--- src/rtl/i2cs_pkg.sv ---
package i2cs_pkg;
    typedef enum logic [3:0] {
        ST_IDLE, ST_ADDR, ST_ADDR_ACK, ST_PTR, ST_PTR_ACK,
        ST_WDAT, ST_WDAT_ACK, ST_RDAT, ST_RACK, ST_IGNORE
    } sl_state_t;

    localparam logic [4:0] DEV_PREFIX = 5'b10011;
endpackage

--- src/rtl/i2cs_line_sync.sv ---
module i2cs_line_sync #(
    parameter int STAGES = 2
) (
    input  logic clk,
    input  logic rst_n,
    input  logic scl_in,
    input  logic sda_in,
    output logic scl_s,
    output logic sda_s,
    output logic scl_rise,
    output logic scl_fall,
    output logic start_det,
    output logic stop_det
);
    logic [STAGES-1:0] scl_p, sda_p;
    logic              scl_d, sda_d;

    always_ff @(posedge clk or negedge rst_n) begin
        if (!rst_n) begin
            scl_p <= '1;
            sda_p <= '1;
            scl_d <= 1'b1;
            sda_d <= 1'b1;
        end else begin
            scl_p <= {scl_p[STAGES-2:0], scl_in};
            sda_p <= {sda_p[STAGES-2:0], sda_in};
            scl_d <= scl_p[STAGES-1];
            sda_d <= sda_p[STAGES-1];
        end
    end

    assign scl_s     = scl_p[STAGES-1];
    assign sda_s     = sda_p[STAGES-1];
    assign scl_rise  = scl_s & ~scl_d;
    assign scl_fall  = ~scl_s & scl_d;
    assign start_det = scl_s & scl_d & sda_d & ~sda_s;
    assign stop_det  = scl_s & scl_d & ~sda_d & sda_s;
endmodule

--- src/rtl/i2cs_regs.sv ---
module i2cs_regs #(
    parameter int NREG = 16,
    parameter int IW   = 7,
    parameter int DW   = 8
) (
    input  logic          clk,
    input  logic          rst_n,
    input  logic          we,
    input  logic [IW-1:0] widx,
    input  logic [DW-1:0] wdata,
    input  logic [IW-1:0] ridx,
    output logic [DW-1:0] rdata
);
    logic [DW-1:0] mem [NREG];

    for (genvar g = 0; g < NREG; g++) begin : g_reg
        always_ff @(posedge clk or negedge rst_n) begin
            if (!rst_n)
                mem[g] <= '0;
            else if (we && widx == IW'(g))
                mem[g] <= wdata;
        end
    end

    always_comb begin
        rdata = '0;
        for (int i = 0; i < NREG; i++)
            if (ridx == IW'(i)) rdata = mem[i];
    end
endmodule

--- src/rtl/i2cs_port.sv ---
module i2cs_port
    import i2cs_pkg::*;
#(
    parameter int NREG        = 16,
    parameter int SYNC_STAGES = 2
) (
    input  logic       clk,
    input  logic       rst_n,
    input  logic [1:0] addr_strap,
    input  logic       scl_in,
    input  logic       sda_in,
    output logic       sda_oe,
    output logic       wr_stb,
    output logic [6:0] wr_idx,
    output logic [7:0] wr_data,
    output logic       rd_stb,
    output logic [6:0] rd_idx
);
    localparam int IW = 7;
    localparam int DW = 8;
    localparam logic [IW-1:0] LAST_IDX = IW'(NREG - 1);

    logic scl_s, sda_s, scl_rise, scl_fall, start_det, stop_det;
    logic [1:0]    strap_q;
    sl_state_t     state, state_d;
    logic [3:0]    cnt;
    logic [DW-1:0] sh, tx, rdata;
    logic [IW-1:0] ptr;
    logic          inc, rw, nack;
    logic          byte_done, addr_hit, commit, load_rd;

    function automatic logic [IW-1:0] nxt(input logic [IW-1:0] p);
        return (p >= LAST_IDX) ? '0 : p + 1'b1;
    endfunction

    i2cs_line_sync #(.STAGES(SYNC_STAGES)) u_sync (
        .clk(clk), .rst_n(rst_n), .scl_in(scl_in), .sda_in(sda_in),
        .scl_s(scl_s), .sda_s(sda_s), .scl_rise(scl_rise), .scl_fall(scl_fall),
        .start_det(start_det), .stop_det(stop_det)
    );

    i2cs_regs #(.NREG(NREG), .IW(IW), .DW(DW)) u_regs (
        .clk(clk), .rst_n(rst_n), .we(commit), .widx(ptr), .wdata(sh),
        .ridx(ptr), .rdata(rdata)
    );

    always_ff @(posedge clk) begin
        if (!rst_n) strap_q <= addr_strap;
    end

    assign byte_done = scl_fall && cnt == 4'd8;
    assign addr_hit  = sh[7:1] == {DEV_PREFIX, strap_q};
    assign commit    = state == ST_WDAT && byte_done && ptr <= LAST_IDX;
    assign load_rd   = !start_det && !stop_det && scl_fall &&
                       ((state == ST_ADDR_ACK && rw) || (state == ST_RACK && !nack));

    // next-state logic
    always_comb begin
        state_d = state;
        if (stop_det)
            state_d = ST_IDLE;
        else if (start_det)
            state_d = ST_ADDR;
        else begin
            unique case (state)
                ST_ADDR:     if (byte_done) state_d = addr_hit ? ST_ADDR_ACK : ST_IGNORE;
                ST_ADDR_ACK: if (scl_fall)  state_d = rw ? ST_RDAT : ST_PTR;
                ST_PTR:      if (byte_done) state_d = ST_PTR_ACK;
                ST_PTR_ACK:  if (scl_fall)  state_d = ST_WDAT;
                ST_WDAT:     if (byte_done) state_d = ST_WDAT_ACK;
                ST_WDAT_ACK: if (scl_fall)  state_d = ST_WDAT;
                ST_RDAT:     if (scl_fall && cnt == 4'd7) state_d = ST_RACK;
                ST_RACK:     if (scl_fall)  state_d = nack ? ST_IGNORE : ST_RDAT;
                default:     state_d = state;
            endcase
        end
    end

    // state register
    always_ff @(posedge clk or negedge rst_n) begin
        if (!rst_n) state <= ST_IDLE;
        else        state <= state_d;
    end

    // datapath: shifters, counter, pointer, strobes
    always_ff @(posedge clk or negedge rst_n) begin
        if (!rst_n) begin
            cnt <= '0; sh <= '0; tx <= '1; ptr <= '0;
            inc <= 1'b0; rw <= 1'b0; nack <= 1'b0;
            wr_stb <= 1'b0; wr_idx <= '0; wr_data <= '0;
            rd_stb <= 1'b0; rd_idx <= '0;
        end else begin
            wr_stb <= 1'b0;
            rd_stb <= 1'b0;
            if (start_det || stop_det) begin
                cnt <= '0;
            end else begin
                if ((state == ST_ADDR || state == ST_PTR || state == ST_WDAT)) begin
                    if (scl_rise) begin
                        sh  <= {sh[6:0], sda_s};
                        cnt <= cnt + 1'b1;
                    end else if (byte_done) begin
                        cnt <= '0;
                    end
                end
                if (state == ST_ADDR && byte_done) rw <= sh[0];
                if (state == ST_PTR && byte_done) begin
                    ptr <= sh[6:0];
                    inc <= sh[7];
                end
                if (state == ST_WDAT && byte_done) begin
                    wr_stb  <= commit;
                    wr_idx  <= ptr;
                    wr_data <= sh;
                    if (inc) ptr <= nxt(ptr);
                end
                if (state == ST_RDAT && scl_fall) begin
                    tx  <= {tx[6:0], 1'b1};
                    cnt <= (cnt == 4'd7) ? 4'd0 : cnt + 1'b1;
                end
                if (state == ST_RACK && scl_rise) nack <= sda_s;
                if (load_rd) begin
                    tx     <= rdata;
                    rd_stb <= 1'b1;
                    rd_idx <= ptr;
                    cnt    <= '0;
                    if (inc) ptr <= nxt(ptr);
                end
            end
        end
    end

    // output logic: open-drain enable
    always_comb begin
        unique case (state)
            ST_ADDR_ACK, ST_PTR_ACK, ST_WDAT_ACK: sda_oe = 1'b1;
            ST_RDAT:                              sda_oe = ~tx[7];
            default:                              sda_oe = 1'b0;
        endcase
    end
endmodule

--- config.mk ---
export PLATFORM = sky130hd
export DESIGN_NAME = i2cs_port
export DESIGN_NICKNAME = d
export VERILOG_FILES = /design/src/rtl/i2cs_pkg.sv /design/src/rtl/i2cs_line_sync.sv /design/src/rtl/i2cs_regs.sv /design/src/rtl/i2cs_port.sv
export SDC_FILE = /design/constraint.sdc
export NUM_CORES = 1
export LEC_CHECK = 0
export ABC_CLOCK_PERIOD_IN_PS = 2700
export CAP_MARGIN = 0
export CORE_MARGIN = 3
export CORE_UTILIZATION = 40
export CTS_BUF_LIST = sky130_fd_sc_hd__clkbuf_8
export CTS_CLUSTER_SIZE = 40
export DETAILED_ROUTE_END_ITERATION = 16
export MAX_ROUTING_LAYER = met4
export RECOVER_POWER = 100
export REMOVE_ABC_BUFFERS = 1
export SLEW_MARGIN = 20
export SYNTH_ARGS = -nofsm -noshare
export SYNTH_HDL_FRONTEND = slang
export SYNTH_SLANG_ARGS = --single-unit
export TNS_END_PERCENT = 10
--- constraint.sdc ---
create_clock -name clk -period 2.7 [get_ports clk]
set_input_delay 0.27 -clock clk [delete_from_list [all_inputs] [get_ports clk]]
set_output_delay 0.27 -clock clk [all_outputs]
set_load 0.1 [all_outputs]
# Word level (Yosys, flattened, before mapping)
# Index checks and enable logic that the tools add are counted.
dict set report op_classes {
  n_eq_ne 33
  order_cmp 2
  mux 49
  bitwise_logic 13
  n_addsub 2
  reduce_logical 52
}
# operator n
set ops {}
lappend ops {{8-bit two-way mux} 18}
lappend ops {{4-bit two-way mux} 18}
lappend ops {{7-bit by 4-bit equality test with 1-bit output, second input constant} 8}
lappend ops {{7-bit two-way mux} 6}
lappend ops {{1-bit logical AND} 29}
lappend ops {{7-bit by 3-bit equality test with 1-bit output, second input constant} 4}
lappend ops {{4-bit case mux with 7 select lines} 1}
lappend ops {{4-bit != test, second input constant} 6}
lappend ops {{4-bit by 3-bit equality test with 1-bit output, second input constant} 5}
lappend ops {{7-bit by 2-bit equality test with 1-bit output, second input constant} 2}
lappend ops {{2-bit AND reduction} 7}
lappend ops {{9-bit nonzero test} 1}
lappend ops {{4-bit by 2-bit equality test with 1-bit output, second input constant} 2}
lappend ops {{4-bit equality test, second input constant} 2}
lappend ops {{8-bit AND reduction} 1}
lappend ops {{7-bit by 1-bit adder with 7-bit output, second input constant} 1}
lappend ops {{1-bit bitwise AND} 7}
lappend ops {{7-bit by 1-bit equality test with 1-bit output, second input constant} 1}
lappend ops {{7-bit equality test} 1}
lappend ops {{7-bit by 4-bit greater-or-equal comparator with 1-bit output, second input constant} 1}
lappend ops {{7-bit by 4-bit <= comparator with 1-bit output, second input constant} 1}
lappend ops {{7-bit zero test} 1}
lappend ops {{1-bit NOT} 6}
lappend ops {{5-bit nonzero test} 1}
lappend ops {{other kinds (13)} 21}
dict set report word_totals {
  out_inout_bits 25
  register_bits 194
  input_bits 6
  word_cells 185
}

# Depth between registers and ports, before layout
# Gate-level depths: netlist of run 1.
dict set report logic_depth {
  word_depth 18
  ltp_mapped 10
  ltp_nobuf 8
}

# Modules after synthesis
# From an unflattened synthesis of run 1, not the netlist that was laid out.
dict set report unflattened {
  cells_unflattened 786
  area_unflattened_um2 9584.2
}
# mod instances seq_area_each_um2 cells_each area_per_inst_um2
set by_module_without_submodules {}
lappend by_module_without_submodules {i2cs_regs 1 3203.1 500 6419.9}
lappend by_module_without_submodules {i2cs_port 1 1521.5 276 2974.1}
lappend by_module_without_submodules {i2cs_line_sync 1 157.7 10 190.2}

# Worst setup path before layout of run 1
# OpenSTA, ideal clock, no wires.
dict set report synth_timing {
  path_kind {register to register}
  from {reg ptr[1]}
  to {reg tx[7]}
  path_slack_ns 0.331
  synth_period_minus_slack_ns 2.369
  setup_ns 0.086
  stages_incl_launch_ff 10
  n_path_buf 1
  arrival_time_ns 2.283
  t_required_ns 2.614
  path_cell_list {dfrtp_1 -> inv_1 -> ha_1 -> buf_2 -> or4b_2 -> nor2_2 -> nand2_1 -> o22ai_1 -> a21oi_1 -> o41a_1}
}
dict set report synth_between {
  elab_chain_cells 18
  elab_cells_between_ends 33
  cone_classes {15 x eq/ne; 17 x mux; 1 x reduce/logical}
}
# item line_no
set synth_rtl {}
lappend synth_rtl {{start: declaration} i2cs_port.sv:28} ;# logic [IW-1:0] ptr;
lappend synth_rtl {{start signal: assignment} i2cs_port.sv:108} ;# ptr <= sh[6:0];
lappend synth_rtl {{start signal: assignment} i2cs_port.sv:115} ;# if (inc) ptr <= nxt(ptr);
lappend synth_rtl {{start signal: assignment} i2cs_port.sv:127} ;# if (inc) ptr <= nxt(ptr);
lappend synth_rtl {{7-bit zero test} i2cs_regs.sv:28} ;# if (ridx == IW'(i)) rdata = mem[i];
lappend synth_rtl {{8-bit two-way mux (15 in a row)} i2cs_regs.sv:28}
lappend synth_rtl {{8-bit two-way mux *} i2cs_regs.sv:28}
lappend synth_rtl {{8-bit two-way mux *} i2cs_port.sv:122} ;# if (load_rd) begin
lappend synth_rtl {{end signal: assignment} i2cs_port.sv:118} ;# tx <= {tx[6:0], 1'b1};
lappend synth_rtl {{end signal: assignment} i2cs_port.sv:123} ;# tx <= rdata;
lappend synth_rtl {{end: declaration} i2cs_port.sv:27} ;# logic [DW-1:0] sh, tx, rdata;
# Every way passes the cells marked *; elsewhere a longest branch is shown, timed or not.
# A chain may end at the register's enable or synchronous reset.

# Worst setup path in the final report of run 1
dict set report layout_timing {
  from {reg ptr[1]}
  to {reg tx[1]}
}
# The elaborated chain is that of the path after synthesis.

==> results of run 1 <==
==> cells in the mapped netlist (all sizes together) (2+ instances only) <==
cell type,number
a211o,2
a211oi,4
a21boi,2
a21o,2
a21oi,32
a221o,3
a221oi,10
a222oi,2
a22oi,10
a31o,2
a31oi,13
a32o,3
a32oi,3
and2,2
and3,2
and3b,3
buf,16
clkbuf,29
dfrtp,178
dfstp,14
edfxtp,2
ha,6
inv,14
mux2,150
nand2,85
nand2b,6
nand3,24
nand4,4
nand4b,2
nor2,63
nor2b,9
nor3,18
nor3b,2
nor4,5
nor4b,6
o211ai,11
o21ai,33
o221a,2
o221ai,5
o22ai,11
o311ai,2
or4b,5
xor2,4
==> stage by stage <==
stage               hold WS (ps)  setup slack, ps  utilization, %  total power [mW]
floorplan                  -25.6             -785               -              3.31
global route                 307            -56.4            46.1              5.83
finish                       327              142            46.1              5.59
global placement             295              149            45.4              3.79
CTS                          176             72.1            47.1              5.67
detailed placement           290              120            45.4              3.79
==> sequential cells by signal (all words and copies together) (netlist names), 2 cells and up <==
signal        flops
cnt               4
ptr               7
rd_idx            7
sh                8
state             4
strap_q           2
tx                8
u_regs.mem      128
u_sync.scl_p      2
u_sync.sda_p      2
wr_data           8
wr_idx            7
==> layout make-up <==
type	instances	area share, %
sequential	194	46.3
multi-input combinational	569	40.3
timing repair buffer	95	5.61
tap	313	3.71
clock buffer	17	2.22
clock inverter	15	1.38
inverter	14	0.498
==> logic make-up after synthesis <==
| logic type | share of synthesized area [%] |
|---|---|
| XOR/XNOR | 0.370 |
| buffers and inverters | 2.76 |
| multiplexers | 18.0 |
| AO/OA/AOI/OAI | 12.0 |
| adder cells (fa/ha/maj) | 0.793 |
| flip-flops | 51.6 |
| AND/OR/NAND/NOR | 14.6 |
==> routing by layer <==
| metal | up-vias | GRT usage [%] | routed length [um] |
|---|---|---|---|
| met5 | - | - | 0 |
| li1 | 3159 | - | - |
| met1 | 3436 | 28.5 | 11800 |
| met2 | 175 | 32.1 | 11900 |
| met4 | 0 | 4.50 | 397 |
| met3 | 30 | 3.58 | 1010 |
==> power by group through the flow <==
stage                     Sequential (mW)  Clock [mW]  Combinational (mW)
after floorplan                      3.20           0               0.104
after global placement               3.07           0               0.716
after detailed placement             3.07           0               0.719
after CTS                            3.02        1.93               0.722
after global routing                 3.03        2.05               0.752
final                                3.02        1.87               0.702
==> worst max-delay path by stage <==
stage / from / end / slack [ps] / depth (start not counted)
final: ptr[1] / tx[1] / 140 / 10
after detailed placement: ptr[1] / tx[2] / 120 / 8
after global routing: ptr[0] / tx[4] / -60 / 10
after global placement: ptr[1] / tx[2] / 150 / 8
after floorplan: cnt[0] / u_regs.mem[112] / -780 / 8
after CTS: ptr[1] / tx[2] / 70 / 8
==> worst register-to-register path, delay by kind of cell (launching register included) <==
kind	cells	cell delay (ps)
AOI/OAI and AO/OA	4	790
adders and majority gates	1	190
buffers and inverters	3	520
DFF	1	440
and+or+nand+nor	2	530
==> repair_timing <==
action	4_1_cts	5_1_grt
endpoints found under the hold margin	45	0
endpoints found under the setup margin	0	6
hold buffers	1	0
gates resized for setup	0	9
==> flow_summary.json, run 1 <==
{
  "grt_first_pass_wirelength_um": 40000,
  "reg2reg_to": "tx[1]",
  "grt_max_degree": 79,
  "numCtsBuffers": 17,
  "p_sw_mw": 1.65,
  "sequentialPowerShare_pct": 54.0,
  "insertedDiodeCount": 0,
  "hold_start": "sda_in",
  "period_share_pct": 94.7,
  "h-tree-depth": 4,
  "cp_slowest_stage_delay_ps": 440,
  "num_vias": 6800,
  "die_x_um": 160,
  "worstSetupPathType": "flip-flop to flip-flop",
  "ff2ff_path_depth": 10,
  "ir_drop_mv": 0.327,
  "tritoncts": "yes",
  "rows": 55,
  "rsz0062_at_grt": "yes",
  "crit_buf_inv": 3,
  "drive_above_1_share_pct": 30.2,
  "multi_input_area_mm2": 0.00426,
  "postSynth.asyncResetShare_pct": 99.0,
  "cp_max_fo": 9,
  "finalClockSkew_ps": 20.2,
  "ys_ff_latch": 194,
  "powerDensity_mw_per_mm2": 530,
  "area_growth_pct": 11.5,
  "num_io_pins": 31,
  "syn_avg_cell_area_um2": 11.5,
  "synth_cells": 822,
  "required_ps": 3090,
  "grt_use_total_pct": 20.6,
  "seqCellArea_mm2": 0.00488,
  "crit_path_end_kind": "flip-flop",
  "final_hold_viol_count": 0,
  "synth_area_mm2": 0.00947,
  "setup_viol": 0,
  "status": "complete, but fails checks",
  "crit_arrival_ps": 2950,
  "postPlaceCellArea_mm2": 0.0104,
  "violations": "capacitance limit, slew limit",
  "power_frac_clock_pct": 33.5,
  "synth-edff-count": 2,
  "first_iter_violations": 581,
  "core_mm2": 0.0229,
  "timing.final.crit_period_ps": 2560,
  "synth_top_area_share_pct": 47.1,
  "route.detailed.drc": 0,
  "worst_path_max_delay_cell": "dfrtp_1",
  "clk_path_buf_depth": 2,
  "pwr-share-comb_pct": 12.6,
  "die_height_um": 160,
  "fillerInstances": 2195,
  "place_inst": 1184,
  "final_cell_mix": "dfrtp_1 (178), mux2_2 (143), nand2_1 (85)",
  "totalWireLength_um": 25100,
  "cts.sinks": 194,
  "final_nets": 903,
  "hold_end": "u_sync.sda_p[0]",
  "clk_latency_ps": 480,
  "crit_family": "compound AO/OA/AOI/OAI gates",
  "maxSlewHeadroom_pct": -4.67,
  "fmax_ghz": 0.391,
  "hold_class": "input pin to flip-flop",
  "r2r-start": "ptr[1]",
  "intPower_mw": 3.94,
  "dieArea_mm2": 0.0255,
  "drt-vias-per-instance": 5.59,
  "wl_per_cell_um": 20.6,
  "synth_area_leaders": "dfrtp_1 (47%), mux2_2 (17%), dfstp_2 (3.9%), nand2_1 (3.4%), nor2_8 (1.9%)",
  "swShare_pct": 29.5,
  "post_cts_buffers": 0,
  "yosysSeqAreaShare_pct": 51.6,
  "drv_slew": 58,
  "first_pass_iters": 6,
  "cts-root-buf": "clkbuf_8",
  "clkTransAtPathRegs_ps": 110,
  "synth_top_area_cell": "dfrtp_1",
  "gp_congestion": 0.905,
  "ys.flop_type": "dfrtp_1",
  "tns_ps": 0,
  "grt_pass1_vias": 6851,
  "ys_warn_count": 0,
  "antenna_found_initial": 0,
  "ys_types": 80,
  "fin_area_mm2": 0.0106,
  "detail-route-antenna-nets": 0,
  "instances_no_fill": 1217,
  "cp_common_cell": "buf_4",
  "grt_overflow_total": 0,
  "cp_cell_sequence": "inv_1 > ha_1 > buf_4 > nor4b_4 > buf_4 > a32oi_1 > nor3_1 > o21ai_0 > a311o_1 > a31oi_1",
  "worstSetupStartpointType": "flip-flop",
  "layout_commonest_cell": "dfrtp_1",
  "reg2reg_slack_ps": 140,
  "io_buffers": 30,
  "worstMarginPinSlew_ps": 1570,
  "place_hpwl_um": 17300,
  "total_leakage_power_nw": 4.92,
  "whs_path_depth": 1,
  "start_util_pct": 41.3,
  "drv_cap": 1
}
Power figures use the tool's default switching activity.
==> run 2, diff against run 1 <==
Settings changed: CORE_ASPECT_RATIO from default to 0.7.
==> run 2 against run 1 <==
  * The flow now finishes without violations
  * Core utilization rose by 0.58 points
  * Sequential cell count did not move
  * Clock power rose by 7%
  * Critical path type unchanged
  * Highest routed layer unchanged
==> flow_summary.json, run 2 (synthesis gave the netlist of run 1 again) <==
{
  "whs_path_depth": 1,
  "fin_ws_ps": 94.2,
  "clk_latency_ps": 480,
  "first_pass_iters": 5,
  "die_x_um": 190,
  "instances_no_fill": 1229,
  "area_growth_pct": 13.2,
  "timing.final.crit_period_ps": 2610,
  "drv_cap": 0,
  "totalWireLength_um": 25800,
  "layout_commonest_cell": "dfrtp_1",
  "route.detailed.drc": 0,
  "antenna_found_initial": 0,
  "wl_per_cell_um": 21.0,
  "drt-vias-per-instance": 5.71,
  "finalClockSkew_ps": 16.2,
  "ff2ff_path_depth": 7,
  "seqCellArea_mm2": 0.00488,
  "crit_arrival_ps": 3010,
  "worstMarginPinSlew_ps": 1430,
  "post_cts_buffers": 0,
  "reg2reg_slack_ps": 90,
  "multi_input_area_mm2": 0.00429,
  "drive_above_1_share_pct": 31.2,
  "fillerInstances": 2131,
  "post-place-ws_ps": 3.27,
  "hold_end": "u_sync.scl_p[0]",
  "total_leakage_power_nw": 5.04,
  "rsz0062_at_grt": "yes",
  "gp_congestion": 0.887,
  "cts-root-buf": "clkbuf_8",
  "hold_start": "scl_in",
  "place_inst": 1196,
  "io_buffers": 30,
  "numCtsBuffers": 17,
  "crit_path_end_kind": "flip-flop",
  "grt_overflow_total": 0,
  "final_cell_mix": "dfrtp_1 (178), mux2_2 (143), nand2_1 (85)",
  "grt_first_pass_wirelength_um": 41300,
  "drv_slew": 0,
  "period_share_pct": 96.5,
  "worstSetupPathType": "flip-flop to flip-flop",
  "detail-route-antenna-nets": 0,
  "clkTransAtPathRegs_ps": 100,
  "place_hpwl_um": 18000,
  "h-tree-depth": 4,
  "dieArea_mm2": 0.0256,
  "required_ps": 3100,
  "clk_path_buf_depth": 2,
  "cp_max_fo": 6,
  "whs_ps": 329,
  "core_mm2": 0.0230,
  "rows": 46,
  "powerDensity_mw_per_mm2": 535,
  "hold_class": "input pin to flip-flop",
  "largest_reg_flops": 128,
  "ir_drop_mv": 0.407,
  "reg2reg_to": "tx[7]",
  "start_util_pct": 41.2,
  "maxSlewHeadroom_pct": 4.65,
  "r2r-start": "ptr[0]",
  "insertedDiodeCount": 0,
  "die_height_um": 135,
  "startpoint": "ptr[0]",
  "num_vias": 7016,
  "grt_use_total_pct": 21.7,
  "setup_viol": 0,
  "postPlaceCellArea_mm2": 0.0105,
  "top_register": "u_regs.mem",
  "status": "finished clean",
  "grt_max_degree": 82,
  "fin_area_mm2": 0.0107,
  "fmax_ghz": 0.384,
  "worstSetupStartpointType": "flip-flop",
  "final_hold_viol_count": 0,
  "num_io_pins": 31,
  "grt_pass1_vias": 6902,
  "cts.sinks": 194,
  "tritoncts": "yes",
  "first_iter_violations": 479,
  "final_nets": 916
}
run 2: cell types whose count changed in the layout (fill, tap and decap cells not counted), sizes merged:
| cell | previous run | this run |
|---|---|---|
| buf | 49 | 58 |
| inv | 21 | 19 |
| clkinv | 3 | 5 |
| clkbuf | 58 | 63 |
| clkinvlp | 3 | 1 |
| bufinv | 2 | 3 |
run 2: what timing repair did:
item | in CTS | in global routing
resized for setup | 1 | 6
setup endpoints to repair | 1 | 13
endpoints found under the hold margin | 47 | 0
hold buffers | 1 | 0
run 2: cell type report:
class / count / area share [%]
timing repair buffer: 108 / 6.39
tap: 312 / 3.64
clock buffer: 18 / 2.31
multi-input combinational: 569 / 40.1
clock inverter: 14 / 1.52
inverter: 14 / 0.491
sequential: 194 / 45.6
run 2: worst max-delay path, cell delays in order (launching register included):
cell and delay [ps]:
dfrtp_1 440, ha_1 290, or4b_4 560, nor2_4 260, nor2_2 100, a222oi_1 380
a21oi_1 170, o41a_1 330
run 2: per-layer routing:
metal  track usage [%]  routed length [um]  up-vias
met3              3.58                1450       24
met4              5.25                 323        0
li1                  -                   -     3181
met1              34.0               13400     3602
met2              29.1               10600      209
met5                 -                   0        -
run 2: where the power goes:
part | total, mW | switching (mW) | internal [mW]
registers | 3.04 | 0.0698 | 2.97
clock network | 2.00 | 1.06 | 0.938
logic | 0.683 | 0.533 | 0.150
run 2: worst max path at each step:
stage	endpoint
floorplan	u_regs.mem[112]
global placement	tx[7]
detailed placement	tx[7]
CTS	tx[3]
global route	u_regs.mem[96]
finish	tx[7]
run 2: through the flow:
step           total power [mW]  TNS [ps]  util, %
6_report                   5.73         0     46.6
2_1_floorplan              3.31    -60960        -
5_1_grt                    5.95      -484     46.6
3_3_place_gp               3.79         0     45.8
4_1_cts                    5.77         0     47.7
3_5_place_dp               3.78         0     45.8
==> run 3, diff against run 2 <==
Settings changed: CORE_ASPECT_RATIO 0.7 to 0.9.
==> run 3 against run 2 <==
  * Sequential share of layout area increased by 0.32 points
  * Combinational power about the same
  * Worst hold slack got worse by 6.4 ps
  * Critical path type unchanged
  * Clock power decreased by 3%
==> flow_summary.json, run 3 (synthesis gave the netlist of run 1 again) <==
{
  "die_x_um": 168,
  "area_growth_pct": 12.4,
  "worstSetupPathType": "flip-flop to flip-flop",
  "layout_commonest_cell": "dfrtp_1",
  "final_hold_viol_count": 0,
  "totalWireLength_um": 25200,
  "worstSetupStartpointType": "flip-flop",
  "startpoint": "ptr[0]",
  "start_util_pct": 41.3,
  "setup_viol": 0,
  "grt_use_total_pct": 20.4,
  "drv_cap": 0,
  "die_height_um": 152,
  "cts-root-buf": "clkbuf_8",
  "worstMarginPinSlew_ps": 1250,
  "total_leakage_power_nw": 5.01,
  "core_mm2": 0.0229,
  "timing.final.crit_period_ps": 2640,
  "clk_latency_ps": 480,
  "first_pass_iters": 5,
  "hold_start": "scl_in",
  "num_io_pins": 31,
  "grt_pass1_vias": 6666,
  "gp_congestion": 0.924,
  "maxSlewHeadroom_pct": 16.8,
  "route.detailed.drc": 0,
  "num_vias": 6809,
  "dieArea_mm2": 0.0255,
  "clkTransAtPathRegs_ps": 110,
  "drive_above_1_share_pct": 30.7,
  "crit_path_end_kind": "flip-flop",
  "fmax_ghz": 0.379,
  "final_util_pct": 46.4,
  "final_nets": 901,
  "tritoncts": "yes",
  "largest_reg_flops": 128,
  "ir_drop_mv": 0.296,
  "period_share_pct": 97.8,
  "final_cell_mix": "dfrtp_1 (178), mux2_2 (143), nand2_1 (85)",
  "clk_path_buf_depth": 2,
  "status": "finished clean",
  "grt_max_degree": 82,
  "io_buffers": 30,
  "hold_class": "input pin to flip-flop",
  "r2r-start": "ptr[0]",
  "grt_first_pass_wirelength_um": 40000,
  "grt_overflow_total": 0,
  "powerDensity_mw_per_mm2": 533,
  "place_hpwl_um": 17400,
  "cp_max_fo": 8,
  "post_cts_buffers": 0,
  "detail-route-antenna-nets": 0,
  "antenna_found_initial": 2,
  "required_ps": 3100,
  "h-tree-depth": 4,
  "wl_per_cell_um": 21.0,
  "rows": 52,
  "tns_ps": 0,
  "numCtsBuffers": 17,
  "first_iter_violations": 649,
  "drt-vias-per-instance": 5.67,
  "instances_no_fill": 1200,
  "cts.sinks": 194,
  "rsz0062_at_grt": "yes",
  "top_register": "u_regs.mem",
  "finalClockSkew_ps": 16.8,
  "whs_ps": 323,
  "crit_arrival_ps": 3040,
  "drv_slew": 0,
  "place_inst": 1166
}
[run 3: changes by cell type in the layout (fill, tap and decap cells not counted), sizes merged, moves of 2 or more]
cell    change
inv         +2
buf         -6
bufinv      -3
clkinv      +3
clkbuf     -11
[run 3: metrics by stage]
stage / setup slack [ps] / instance area, um^2 / power [mW]
2_1_floorplan: -785 / 9260 / 3.31
3_3_place_gp: -71.1 / 10400 / 3.78
5_1_grt: -103 / 10600 / 5.88
3_5_place_dp: 6.68 / 10400 / 3.78
6_report: 59.4 / 10600 / 5.67
4_1_cts: 64.2 / 10800 / 5.72
[run 3: area by class of cell]
class,instances,area [um^2]
Antenna cell,1,2.50
Clock buffer,17,234
Clock inverter,15,189
Fill cell,2136,12300
Inverter,14,52.6
Multi-Input combinational cell,569,4290
Sequential cell,194,4880
Tap cell,297,372
Timing Repair Buffer,93,619
[run 3: timing repair]
action	in CTS	in global routing
endpoints found under the setup margin	1	7
hold buffers	1	0
hold endpoints to repair	42	0
gates resized for setup	1	6
pin swaps	0	0
[run 3: critical path, cell delays in order (launching register included)]
cell and delay, ps:
dfrtp_1 460, ha_2 290, or4b_4 550, nor2_2 270, nor2_1 130, a222oi_1 360
a21oi_1 180, o41a_1 330
[run 3: final timing paths]
path,to,slack [ps],cells after the start
min in group asynchronous,rd_idx[3],590,2
max in group asynchronous,u_regs.mem[34],650,3
worst min-delay path,u_sync.scl_p[0],320,1
worst max-delay path,tx[7],60,7
worst min register to register,u_sync.sda_p[1],370,0
worst max register to register,tx[7],60,7
[run 3: power breakdown]
group | total [mW] | switching (mW) | leakage [nW] | internal [mW]
logic | 0.682 | 0.533 | 2.17 | 0.150
registers | 3.04 | 0.0669 | 2.63 | 2.97
clock network | 1.94 | 1.23 | 0.209 | 0.718
total | 5.67 | 1.83 | 5.01 | 3.84
[run 3: layer usage]
| metal | GRT usage (%) | part of all wire [%] | vias to the layer above |
|---|---|---|---|
| met5 | - | 0 | - |
| li1 | - | - | 3173 |
| met4 | 4.75 | 1.3 | 0 |
| met2 | 30.0 | 45 | 192 |
| met1 | 29.5 | 48 | 3421 |
| met3 | 3.64 | 5.7 | 23 |
